$ cat src/rtl/i2s_rx_pkg.sv
package i2s_rx_pkg;
    typedef enum logic [1:0] {
        RX_IDLE  = 2'd0,
        RX_SEEK  = 2'd1,
        RX_LEFT  = 2'd2,
        RX_RIGHT = 2'd3
    } rx_state_e;
endpackage

$ cat src/rtl/i2s_rx_sync.sv
module i2s_rx_sync #(
    parameter int WIDTH  = 3,
    parameter int STAGES = 2
) (
    input  logic             clk_i,
    input  logic             rst_ni,
    input  logic [WIDTH-1:0] d_i,
    output logic [WIDTH-1:0] q_o
);
    logic [WIDTH-1:0] stg_q [STAGES];

    always_ff @(posedge clk_i or negedge rst_ni) begin
        if (!rst_ni) begin
            for (int s = 0; s < STAGES; s++) stg_q[s] <= '0;
        end else begin
            stg_q[0] <= d_i;
            for (int s = 1; s < STAGES; s++) stg_q[s] <= stg_q[s-1];
        end
    end

    assign q_o = stg_q[STAGES-1];
endmodule

$ cat src/rtl/i2s_rx_place.sv
module i2s_rx_place #(
    parameter int WORD_W = 16,
    parameter int CNT_W  = $clog2(WORD_W + 1)
) (
    input  logic              clk_i,
    input  logic              rst_ni,
    input  logic              step_i,
    input  logic              clr_i,
    input  logic              bit_i,
    output logic [WORD_W-1:0] word_o,
    output logic [CNT_W-1:0]  cnt_o
);
    localparam logic [CNT_W-1:0] CNT_MAX = CNT_W'(WORD_W);

    logic [WORD_W-1:0] acc_q;
    logic [CNT_W-1:0]  cnt_q;

    // Current bit dropped into the slot selected by the count; no slot once full.
    always_comb begin
        word_o = acc_q;
        for (int i = 0; i < WORD_W; i++) begin
            if (cnt_q == CNT_W'(WORD_W - 1 - i)) word_o[i] = bit_i;
        end
    end

    always_ff @(posedge clk_i or negedge rst_ni) begin
        if (!rst_ni) begin
            acc_q <= '0;
            cnt_q <= '0;
        end else if (step_i) begin
            if (clr_i) begin
                acc_q <= '0;
                cnt_q <= '0;
            end else begin
                acc_q <= word_o;
                if (cnt_q != CNT_MAX) cnt_q <= cnt_q + 1'b1;
            end
        end
    end

    assign cnt_o = cnt_q;
endmodule

$ cat src/rtl/i2s_slave_rx.sv
module i2s_slave_rx
    import i2s_rx_pkg::*;
#(
    parameter int WORD_W      = 16,
    parameter int SYNC_STAGES = 2
) (
    input  logic              clk_i,
    input  logic              rst_ni,
    input  logic              en_i,
    input  logic              sck_i,
    input  logic              ws_i,
    input  logic              sd_i,
    output logic [WORD_W-1:0] left_o,
    output logic [WORD_W-1:0] right_o,
    output logic              valid_o
);
    localparam int CNT_W = $clog2(WORD_W + 1);

    logic [2:0]        sync_q;
    logic              sck_s, ws_s, sd_s;
    logic              sck_prev_q, ws_prev_q;
    logic              rise, boundary, capturing;
    logic [WORD_W-1:0] word;
    logic [CNT_W-1:0]  bit_cnt;
    logic [WORD_W-1:0] left_hold_q;
    rx_state_e         state_q, state_n;

    i2s_rx_sync #(.WIDTH(3), .STAGES(SYNC_STAGES)) u_sync (
        .clk_i (clk_i),
        .rst_ni(rst_ni),
        .d_i   ({sck_i, ws_i, sd_i}),
        .q_o   (sync_q)
    );
    assign {sck_s, ws_s, sd_s} = sync_q;

    always_ff @(posedge clk_i or negedge rst_ni) begin
        if (!rst_ni) begin
            sck_prev_q <= 1'b0;
            ws_prev_q  <= 1'b0;
        end else begin
            sck_prev_q <= sck_s;
            if (rise) ws_prev_q <= ws_s;
        end
    end

    assign rise      = sck_s & ~sck_prev_q;
    assign boundary  = rise & (ws_s != ws_prev_q);
    assign capturing = (state_q == RX_LEFT) || (state_q == RX_RIGHT);

    i2s_rx_place #(.WORD_W(WORD_W), .CNT_W(CNT_W)) u_place (
        .clk_i (clk_i),
        .rst_ni(rst_ni),
        .step_i(rise),
        .clr_i (boundary | ~capturing),
        .bit_i (sd_s),
        .word_o(word),
        .cnt_o (bit_cnt)
    );

    // State register
    always_ff @(posedge clk_i or negedge rst_ni) begin
        if (!rst_ni) state_q <= RX_IDLE;
        else         state_q <= state_n;
    end

    // Next-state logic
    always_comb begin
        state_n = state_q;
        unique case (state_q)
            RX_IDLE:  if (en_i) state_n = RX_SEEK;
            RX_SEEK:  begin
                if (!en_i) state_n = RX_IDLE;
                else if (boundary && ws_prev_q && !ws_s) state_n = RX_LEFT;
            end
            RX_LEFT:  begin
                if (!en_i) state_n = RX_IDLE;
                else if (boundary) state_n = RX_RIGHT;
            end
            RX_RIGHT: begin
                if (!en_i) state_n = RX_IDLE;
                else if (boundary) state_n = RX_LEFT;
            end
            default:  state_n = RX_IDLE;
        endcase
    end

    // Output registers
    always_ff @(posedge clk_i or negedge rst_ni) begin
        if (!rst_ni) begin
            left_hold_q <= '0;
            left_o      <= '0;
            right_o     <= '0;
            valid_o     <= 1'b0;
        end else begin
            valid_o <= 1'b0;
            if (en_i && boundary) begin
                if (state_q == RX_LEFT) left_hold_q <= word;
                if (state_q == RX_RIGHT) begin
                    left_o  <= left_hold_q;
                    right_o <= word;
                    valid_o <= 1'b1;
                end
            end
        end
    end
endmodule

$ cat config.mk
export PLATFORM = sky130hd
export DESIGN_NAME = i2s_slave_rx
export DESIGN_NICKNAME = d
export VERILOG_FILES = /design/src/rtl/i2s_rx_pkg.sv /design/src/rtl/i2s_rx_sync.sv /design/src/rtl/i2s_rx_place.sv /design/src/rtl/i2s_slave_rx.sv
export SDC_FILE = /design/constraint.sdc
export NUM_CORES = 1
export LEC_CHECK = 0
export BUFFER_PORTS_ARGS = -buffer_cell sky130_fd_sc_hd__buf_2
export CAP_MARGIN = 20
export CORE_MARGIN = 4
export CORE_UTILIZATION = 53
export CTS_CLUSTER_DIAMETER = 100
export CTS_CLUSTER_SIZE = 28
export DETAILED_ROUTE_END_ITERATION = 8
export GPL_TIMING_DRIVEN = 0
export PLACE_DENSITY = 0.82
export REMOVE_ABC_BUFFERS = 1
export SETUP_SLACK_MARGIN = 0.3
export SLEW_MARGIN = 20
export SYNTH_ARGS = -nofsm -noshare
export SYNTH_HDL_FRONTEND = slang
export SYNTH_SLANG_ARGS = --single-unit
$ cat constraint.sdc
create_clock -name clk_i -period 3.3 [get_ports clk_i]
set_input_delay 0.33 -clock clk_i [delete_from_list [all_inputs] [get_ports clk_i]]
set_output_delay 0.33 -clock clk_i [all_outputs]
set_load 0.005 [all_outputs]
==> qor.txt, run 1 <==
outcome: finished, final reports clean
final net count: 292
cell chain of the critical path: nand2b_1, nor4_4, buf_6, buf_6, mux2_4
max incr delay on CP: 910 ps
Critical Path Most Common Cell: buf_6
vias in the first global route: 2128
post-route cell area: 0.004133 sq mm
Slowest cell on crit path: nor4_4
complex-gate fraction of the synthesized area: 0.06586
routed len/inst: 17.40 um
FMAX: 355.6 MHz
commonest cells in the netlist: dfrtp_1, mux2_4, mux2_2
clk slew on worst S/H paths: 80 ps
routability cong.: 0.7817
Hold Path Class: primary input to flop
crit start category: flop
max-cap check violation count: 0
Setup Skew: 10.73 ps
fin. max-slew vios: 0
Initial DRC Count: 101
cell area after synthesis: 0.003628 sq mm
CTS tree: built
library cells used by synthesis: 34
total die area: 0.008234 sq mm
Synth Area per Inst: 14.93 sq um
area added between synthesis and finish: 13.90%
Slew HR: 0.2785
kind of cell with the highest combined delay on the critical path: simple AND/OR/NAND/NOR gates
largest net degree at the start of global routing: 60
height of the die: 90.74 um
Max Buffers Root-to-Sink: 2
fin crit period: 2812 ps
Peak VDD IR: 0.3394 mV
Leak: 2.000 nW
final WL: 6297 um
Hold Fails Final Rpt: 0
Post-CTS Setup Inserts: 0
via count: 2093
final period utilization: 0.8523
starting density of the core: 0.5587
post-synth top area share: 0.5517
fin util: 0.6363
RSZ-0062 raised after global routing: false
Post-Synth Simple-Gate Area: 0.08276
# DRC: 0
CP Max Fanout: 23
Synth area leaders: dfrtp_1, mux2_4, mux2_2, a32o_1, nor4bb_1
CP bufs+invs: 2
GRT overflow: 0
Site Rows: 29
DR pass1 iterations: 4
dpl cell area: 0.003891 sq mm
post-synth top area cell: dfrtp_1
CTS H-tree lvls: 3
largest family of logic cells by synthesized area: multiplexers
core area: 0.006495 sq mm
Seq/Total Area, Yosys: 0.5517
clk_lat worst skew: 360 ps
ys flop type: dfrtp_1
I/O Pins: 39
Pwr Density: 452.7 mW/mm^2
crit path capture type: flop
post-DP HPWL: 4113 um
initial antenna violation count: 0
Critical Path RT: 3540 ps
Num CTS Buffers: 9
yosys warns: 0
#FFs+latches synth: 80
final setup fails: 0
share of layout cells above drive strength 1: 0.4316
root buffer cell: clkbuf_8
Die X-Extent: 90.74 um
first-pass GRT wire length: 10750 um
# diodes: 0
post-synthesis async set-or-reset flop share: 1.000
Cells after Synth: 243
Synth Area in XOR/XNOR: 0.004483
Final ANT Viol Nets: 0
global-route total usage across every layer: 0.1655
Port Buffers: 38
Slew @ Worst Pin: 1078 ps
WP data arrival: 3060 ps
count leader, synth: dfrtp_1
number of clock sinks: 80
Setup CP Type: flop to flop
Via density: 5.782
EDFF count, synth: 0
post-synthesis adder-cell area fraction: 0.01724
CTS resizes: 0
post-synthesis mux area share: 0.2414
==> worst reg2reg max path, stage by stage, from the launching register on <==
cell	delay, ps
dfrtp_1	420
nand2b_1	620
nor4_4	920
buf_6	260
buf_6	180
mux2_4	310
==> cell usage in the layout, fill, tap and decap left out, drive strengths merged, types with 2 or more instances in the layout <==
cell type   n
o22ai       2
a31oi       2
buf        43
o21ai       5
dfrtp      80
mux2i       2
mux2       63
clkbuf     12
a32o       15
inv        10
bufinv      2
nand2       6
nor4        2
ha          5
nand4b      5
nor4bb      9
nor4b       4
==> routing by layer <==
layer	GRT usage	wire, um	vias to the layer above
li1	-	-	976
met1	0.2267	2996	1062
met2	0.2434	2910	46
met3	0.03917	288	9
met4	0.08801	102	0
met5	0	0	-
==> worst paths after layout <==
path / depth (start not counted) / end / startpoint / slack, ps
max: 5 / right_o[14]$_DFFE_PN0P_ / sck_prev_q$_DFF_PN0_ / 490
min: 1 / u_sync.stg_q[3]$_DFF_PN0_ / sd_i / 80
max reg2reg: 5 / right_o[14]$_DFFE_PN0P_ / sck_prev_q$_DFF_PN0_ / 490
min reg2reg: 0 / u_sync.q_o[2]$_DFF_PN0_ / u_sync.stg_q[5]$_DFF_PN0_ / 350
max in group asynchronous: 3 / left_hold_q[13]$_DFFE_PN0P_ / rst_ni / 2320
min in group asynchronous: 2 / left_hold_q[6]$_DFFE_PN0P_ / rst_ni / 410
==> final cells by class <==
class / count / area, sq um
Tap cell: 77 / 96.34
Sequential cell: 80 / 2002
Fill cell: 474 / 2362
Timing Repair Buffer: 44 / 271.5
Clock inverter: 3 / 65.06
Clock buffer: 12 / 155.1
Multi-Input combinational cell: 136 / 1505
Inverter: 10 / 37.54
==> flip-flops by register name, summed over array words and instances, names as in the netlist <==
register,flops
left_hold_q,16
left_o,16
right_o,16
u_place.acc_q,16
u_place.cnt_o,5
u_sync.q_o,3
u_sync.stg_q,3
state_q,2
sck_prev_q,1
valid_o,1
ws_prev_q,1
==> power by group <==
| part | switching (W) | leakage, nW | internal [W] | total (W) |
|---|---|---|---|---|
| logic | 0.0000495 | 0.789 | 0.0000207 | 0.0000702 |
| clock network | 0.000339 | 0.112 | 0.000462 | 0.000801 |
| registers | 0.0000122 | 1.10 | 0.000987 | 0.000999 |
| total | 0.000400 | 2.00 | 0.00147 | 0.00187 |
==> per-stage QoR <==
step           power, W  setup TNS, ps  cells  setup slack (ps)  hold WS [ps]
6_report       0.001871              0    362             487.5         77.26
5_1_grt        0.001937              0    362             306.3         61.41
4_1_cts        0.001885              0    362             448.9         64.07
3_5_place_dp   0.001086              0    346             457.6         236.4
3_3_place_gp   0.001079         -16820    341            -607.7         332.8
2_1_floorplan  0.001047              0    226             87.38         34.41
==> logic make-up (layout without fill, tap and decap cells) <==
group	after synthesis	count (layout)
mux	65	65
xor+xnor	1	1
compound gates	29	29
simple gates	36	36
buf+inv	27	69
fa+ha+maj	5	5
flops	80	80
==> repair_timing <==
item	4_1_cts	5_1_grt
hold buffers	1	0
endpoints found under the setup margin	0	0
hold endpoints to repair	21	0
Note: power is estimated with default switching activity, not from simulation.
==> run 2, diff against run 1 <==
--- a/config.mk
+++ b/config.mk
@@ -7,13 +7,15 @@
 export LEC_CHECK = 0
 export BUFFER_PORTS_ARGS = -buffer_cell sky130_fd_sc_hd__buf_2
 export CAP_MARGIN = 20
+export CELL_PAD_IN_SITES_DETAIL_PLACEMENT = 1
+export CELL_PAD_IN_SITES_GLOBAL_PLACEMENT = 1
 export CORE_MARGIN = 4
-export CORE_UTILIZATION = 53
+export CORE_UTILIZATION = 52
 export CTS_CLUSTER_DIAMETER = 100
 export CTS_CLUSTER_SIZE = 28
 export DETAILED_ROUTE_END_ITERATION = 8
 export GPL_TIMING_DRIVEN = 0
-export PLACE_DENSITY = 0.82
+export PLACE_DENSITY = 0.93
 export REMOVE_ABC_BUFFERS = 1
 export SETUP_SLACK_MARGIN = 0.3
 export SLEW_MARGIN = 20
==> run 2 against run 1 <==
Count of clock-buffer cells in the layout down 3. Register-to-register slack better by 210 ps. Worst hold slack better by 2.5 ps. Flip-flop and latch count unchanged. Sequential share of layout area down 0.52 points. Via count up 5.1%. Clock skew down 0.68 ps. Non-clock buffer count unchanged. Setup slack better by 210 ps. Largest cell class unchanged.
==> qor.txt, run 2 (synthesis gave the netlist of run 1 again) <==
routed len/inst: 20.08 um (was 17.40 um)
clk slew on worst S/H paths: 90 ps (was 80 ps)
Site Rows: 30 (was 29)
crit path capture type: flop (unchanged)
DR pass1 iterations: 4 (unchanged)
highest routed layer: met4 (unchanged)
FMAX: 384.2 MHz (was 355.6 MHz)
total chip power: 0.001953 W (was 0.001871 W)
metal3 WL: 288 um (unchanged)
Post-CTS Setup Inserts: 0 (unchanged)
WP data arrival: 2850 ps (was 3060 ps)
Pwr Density: 467.4 mW/mm^2 (was 452.7 mW/mm^2)
Slowest cell on crit path: nor4_4 (unchanged)
initial antenna violation count: 0 (unchanged)
Reg area: 0.002002 sq mm (unchanged)
Num CTS Buffers: 9 (unchanged)
global-route total usage across every layer: 0.1949 (was 0.1655)
final WL: 7672 um (was 6297 um)
via count: 2199 (was 2093)
final net count: 292 (unchanged)
clk_lat worst skew: 360 ps (about the same)
cell chain of the critical path: nand2b_2, nor4_4, buf_6, buf_6, mux2_4 (was nand2b_1, nor4_4, buf_6, buf_6, mux2_4)
Leak: 2.003 nW (was 2.000 nW)
Critical Path Most Common Cell: buf_6 (unchanged)
final period utilization: 0.7887 (was 0.8523)
routability cong.: 0.8278 (was 0.7817)
vias in the first global route: 2446 (was 2128)
most common cell after layout, fill and taps aside: dfrtp_1 (unchanged)
WL met2: 3931 um (was 2910 um)
fin util: 0.6149 (was 0.6363)
kind of cell with the highest combined delay on the critical path: simple AND/OR/NAND/NOR gates (unchanged)
fin. max-slew vios: 0 (unchanged)
max-cap check violation count: 0 (unchanged)
largest net degree at the start of global routing: 44 (was 60)
CP Max Fanout: 23 (unchanged)
# DRC: 0 (unchanged)
Slew HR: 0.4347 (was 0.2785)
Initial DRC Count: 82 (was 101)
root buffer cell: clkbuf_8 (unchanged)
area added between synthesis and finish: 15.14% (was 13.90%)
commonest non-fill, non-tap cells in the layout: dfrtp_1, mux2_4, buf_2 (unchanged)
total die area: 0.008379 sq mm (was 0.008234 sq mm)
CP bufs+invs: 2 (unchanged)
share of layout cells above drive strength 1: 0.4441 (was 0.4316)
Setup TNS: 0 ps (unchanged)
CTS H-tree lvls: 3 (unchanged)
CTS tree: built (unchanged)
Setup CP Type: flop to flop (unchanged)
M1 wire length: 3354 um (was 2996 um)
number of clock sinks: 80 (unchanged)
outcome: finished, final reports clean (unchanged)
Slew @ Worst Pin: 841.6 ps (was 1078 ps)
GRT overflow: 0 (unchanged)
height of the die: 91.54 um (was 90.74 um)
post-DP HPWL: 4704 um (was 4113 um)
Hold Path Class: primary input to flop (unchanged)
core area: 0.006794 sq mm (was 0.006495 sq mm)
crit start category: flop (unchanged)
Max Buffers Root-to-Sink: 2 (unchanged)
first-pass GRT wire length: 12780 um (was 10750 um)
Final ANT Viol Nets: 0 (unchanged)
Multi-input gate area: 0.001510 sq mm (was 0.001505 sq mm)
Hold Fails Final Rpt: 0 (unchanged)
post-route cell area: 0.004178 sq mm (was 0.004133 sq mm)
Setup Skew: 10.05 ps (was 10.73 ps)
Port Buffers: 38 (unchanged)
Die X-Extent: 91.54 um (was 90.74 um)
Peak VDD IR: 0.4274 mV (was 0.3394 mV)
RSZ-0062 raised after global routing: false (unchanged)
Critical Path RT: 3550 ps (was 3540 ps)
# diodes: 0 (unchanged)
fin crit period: 2603 ps (was 2812 ps)
max incr delay on CP: 830 ps (was 910 ps)
fillers: 644 (was 474)
I/O Pins: 39 (unchanged)
dpl cell area: 0.003908 sq mm (was 0.003891 sq mm)
Via density: 5.757 (was 5.782)
final setup fails: 0 (unchanged)
starting density of the core: 0.5341 (was 0.5587)
[run 2: final cells by class]
class	count	area share
flip-flops and latches	80	0.4792
clock inverters	7	0.02875
inverters	10	0.008985
repair buffers	44	0.06319
well taps	96	0.02875
clock buffers	9	0.02965
multi-input cells	136	0.3615
[run 2: path summary, 6_finish.rpt]
kind	slack, ps	endpoint	depth (start not counted)	from
max	700	left_o[15]$_DFFE_PN0P_	5	sck_prev_q$_DFF_PN0_
min	80	u_sync.stg_q[4]$_DFF_PN0_	1	ws_i
max reg2reg	700	left_o[15]$_DFFE_PN0P_	5	sck_prev_q$_DFF_PN0_
min reg2reg	360	u_sync.q_o[1]$_DFF_PN0_	0	u_sync.stg_q[4]$_DFF_PN0_
max in group asynchronous	2220	left_o[2]$_DFFE_PN0P_	3	rst_ni
min in group asynchronous	480	left_hold_q[9]$_DFFE_PN0P_	2	rst_ni
[run 2: layer usage]
metal  track usage  up-vias
li1              -      985
met1        0.2537     1154
met2        0.3208       50
met3       0.04971       10
met4       0.05779        0
met5             0        -
[run 2: worst reg2reg max path, delay by kind of cell (launching register included)]
family | cells | cell delay, ps
buf+inv | 2 | 450
mux | 1 | 320
flops | 1 | 420
simple gates | 2 | 1310
[run 2: where the power goes]
group / switching, W / internal [W] / leakage (nW)
registers: 0.0000131 / 0.000987 / 1.10
logic: 0.0000536 / 0.0000200 / 0.786
clock network: 0.000375 / 0.000504 / 0.119
[run 2: through the flow]
| stage | instances | hold slack (ps) | worst slack [ps] |
|---|---|---|---|
| 2_1_floorplan | 226 | 34.41 | 87.38 |
| 3_3_place_gp | 360 | 333.1 | -595.4 |
| 3_5_place_dp | 365 | 333.8 | 416.8 |
| 4_1_cts | 382 | 64.05 | 376.4 |
| 5_1_grt | 382 | 63.06 | 580.3 |
| 6_report | 382 | 79.76 | 697.1 |
[run 2: what timing repair did]
| item | 4_1_cts | 5_1_grt |
|---|---|---|
| hold endpoints to repair | 37 | 0 |
| resized for setup | 0 | 0 |
| hold buffers | 1 | 0 |
==> run 3, diff against run 2 <==
--- a/config.mk
+++ b/config.mk
@@ -10,12 +10,12 @@
 export CELL_PAD_IN_SITES_DETAIL_PLACEMENT = 1
 export CELL_PAD_IN_SITES_GLOBAL_PLACEMENT = 1
 export CORE_MARGIN = 4
-export CORE_UTILIZATION = 52
+export CORE_UTILIZATION = 49
 export CTS_CLUSTER_DIAMETER = 100
 export CTS_CLUSTER_SIZE = 28
 export DETAILED_ROUTE_END_ITERATION = 8
 export GPL_TIMING_DRIVEN = 0
-export PLACE_DENSITY = 0.93
+export PLACE_DENSITY = 0.89
 export REMOVE_ABC_BUFFERS = 1
 export SETUP_SLACK_MARGIN = 0.3
 export SLEW_MARGIN = 20
==> constraint.sdc (replaced) <==
create_clock -name clk_i -period 2.59 [get_ports clk_i]
set_input_delay 0.259 -clock clk_i [delete_from_list [all_inputs] [get_ports clk_i]]
set_output_delay 0.259 -clock clk_i [all_outputs]
set_load 0.005 [all_outputs]
==> run 3 against run 2 <==
Register-to-register slack worse by 240 ps. Critical path depth unchanged. Critical endpoint is now left_o[3]$_DFFE_PN0P_. Via count grew 0.41%. Core utilization decreased by 2.9 points. Clock skew is 5.3 ps lower. Sequential power is 27% higher. Sequential share of layout area down 0.54 points.
==> qor.txt, run 3 (synthesis gave the netlist of run 1 again) <==
WP data arrival: 2370 ps (was 2850 ps)
CTS H-tree lvls: 3 (unchanged)
CTS tree: built (unchanged)
fin util: 0.5857 (was 0.6149)
Die X-Extent: 94.05 um (was 91.54 um)
final net count: 297 (was 292)
Initial DRC Count: 88 (was 82)
routed len/inst: 20.80 um (was 20.08 um)
Sw Share: 0.2141 (was 0.2264)
Critical Path RT: 2820 ps (was 3550 ps)
clk slew on worst S/H paths: 80 ps (was 90 ps)
# diodes: 0 (unchanged)
Max Buffers Root-to-Sink: 2 (unchanged)
Port Buffers: 38 (unchanged)
GRT Max-Usage Layer: met2 (unchanged)
DR pass1 iterations: 4 (unchanged)
clock network power share: 0.448 (was 0.450)
Worst Reg2Reg Path Length in Cells: 5 (unchanged)
met1 Use GR: 0.2457 (was 0.2537)
Slew HR: 0.5063 (was 0.4347)
total die area: 0.008845 sq mm (was 0.008379 sq mm)
I/O Pins: 39 (unchanged)
Hold Path Class: primary input to flop (unchanged)
max-cap check violation count: 0 (unchanged)
Num CTS Buffers: 9 (unchanged)
fillers: 704 (was 644)
area added between synthesis and finish: 16.45% (was 15.14%)
# DRC: 0 (unchanged)
Hold Fails Final Rpt: 0 (unchanged)
fin. max-slew vios: 0 (unchanged)
via count: 2208 (was 2199)
total internal power: 0.001954 W (was 0.001511 W)
crit start category: flop (unchanged)
Sequential Power Share: 0.513 (was 0.512)
outcome: finished, final reports clean (unchanged)
Setup Skew: 4.759 ps (was 10.05 ps)
switching power: 0.0005322 W (was 0.0004422 W)
starting density of the core: 0.5029 (was 0.5341)
final period utilization: 0.8249 (was 0.7887)
final hold slack: 177.7 ps (was 79.76 ps)
first-pass GRT wire length: 13370 um (was 12780 um)
GRT overflow: 0 (unchanged)
post-DP HPWL: 5166 um (was 4704 um)
Setup CP Type: flop to flop (unchanged)
CP Max Fanout: 22 (was 23)
Slew @ Worst Pin: 739.7 ps (was 841.6 ps)
final WL: 8113 um (was 7672 um)
initial antenna violation count: 0 (unchanged)
GR Util met3: 0.04327 (was 0.04971)
Site Rows: 31 (was 30)
commonest non-fill, non-tap cells in the layout: dfrtp_1, mux2_4, buf_2 (unchanged)
Via density: 5.662 (was 5.757)
global-route total usage across every layer: 0.2024 (was 0.1949)
most common cell after layout, fill and taps aside: dfrtp_1 (unchanged)
largest net degree at the start of global routing: 42 (was 44)
Gate power share: 0.039 (was 0.038)
height of the die: 94.05 um (was 91.54 um)
Pwr Density: 588.4 mW/mm^2 (was 467.4 mW/mm^2)
Peak VDD IR: 0.3254 mV (was 0.4274 mV)
crit path capture type: flop (unchanged)
fin crit period: 2137 ps (was 2603 ps)
vias in the first global route: 2463 (was 2446)
RSZ-0062 raised after global routing: false (unchanged)
root buffer cell: clkbuf_8 (unchanged)
FMAX: 468.0 MHz (was 384.2 MHz)
Leak: 2.035 nW (was 2.003 nW)
Final ANT Viol Nets: 0 (unchanged)
routability cong.: 0.7922 (was 0.8278)
hold path depth: 2 (was 1)
share of layout cells above drive strength 1: 0.4399 (was 0.4441)
clk_lat worst skew: 350 ps (was 360 ps)
core area: 0.007214 sq mm (was 0.006794 sq mm)
GR Layer Usage met2: 0.3389 (was 0.3208)
number of clock sinks: 80 (unchanged)
final setup fails: 0 (unchanged)
[run 3: cell count changes in the layout (fill, tap and decap cells not counted), sizes merged]
cell / change
clkinvlp: -1
clkinv: -1
buf: +2
dlygate4sd3: +3
clkbuf: +2
[run 3: worst paths after layout]
path | startpoint | end | slack (ps)
max | u_sync.q_o[1]$_DFF_PN0_ | left_o[3]$_DFFE_PN0P_ | 450
min | en_i | state_q[1]$_DFFE_PN0P_ | 180
max reg2reg | u_sync.q_o[1]$_DFF_PN0_ | left_o[3]$_DFFE_PN0P_ | 450
min reg2reg | u_sync.stg_q[3]$_DFF_PN0_ | u_sync.q_o[0]$_DFF_PN0_ | 360
max in group asynchronous | rst_ni | u_place.acc_q[2]$_DFFE_PN0P_ | 1570
min in group asynchronous | rst_ni | left_hold_q[15]$_DFFE_PN0P_ | 430
[run 3: layout make-up]
class / count / area (sq um) / area share
Tap cell: 99 / 123.9 / 0.02932
Inverter: 10 / 37.54 / 0.008884
Timing Repair Buffer: 49 / 301.5 / 0.07137
Clock inverter: 5 / 103.9 / 0.02458
Multi-Input combinational cell: 136 / 1515 / 0.3586
Clock buffer: 11 / 141.4 / 0.03346
Sequential cell: 80 / 2002 / 0.4738
[run 3: critical path: stages, from the launching register on]
cell     delay, ps
dfrtp_1        490
xnor2_4        330
nor4_4         360
buf_4          270
buf_4          240
mux2_4         320
[run 3: metrics by stage]
stage | total power [W] | setup WS (ps) | instance area [sq um] | cells | setup TNS, ps
floorplan | 0.001334 | -622.6 | 3533 | 226 | -17650
detailed placement | 0.001386 | -478.0 | 3904 | 368 | -8677
global route | 0.002578 | 360.2 | 4225 | 390 | 0
CTS | 0.002515 | 447.9 | 4225 | 390 | 0
finish | 0.002486 | 453.4 | 4225 | 390 | 0
global placement | 0.001375 | -1331 | 3847 | 363 | -45280
[run 3: layer usage]
metal  share of wire  vias to the layer above
li1                -                      987
met1            0.42                     1146
met2            0.52                       56
met3           0.032                       19
met4           0.030                        0
met5               0                        -
[run 3: power groups by stage]
| stage | Sequential [W] | Clock, W | Combinational (W) |
|---|---|---|---|
| 2_1_floorplan | 0.00129 | 0 | 0.0000407 |
| 3_3_place_gp | 0.00130 | 0 | 0.0000800 |
| 3_5_place_dp | 0.00130 | 0 | 0.0000890 |
| 5_1_grt | 0.00128 | 0.00119 | 0.000110 |
| 6_report | 0.00127 | 0.00111 | 0.0000967 |
| 4_1_cts | 0.00127 | 0.00114 | 0.0000993 |
[run 3: what timing repair did]
action                                  in CTS  in global routing
endpoints found under the setup margin      65                  0
hold endpoints to repair                    43                  0
resized for setup                            4                  0
hold buffers                                 4                  0
buffers inserted                             2                  0
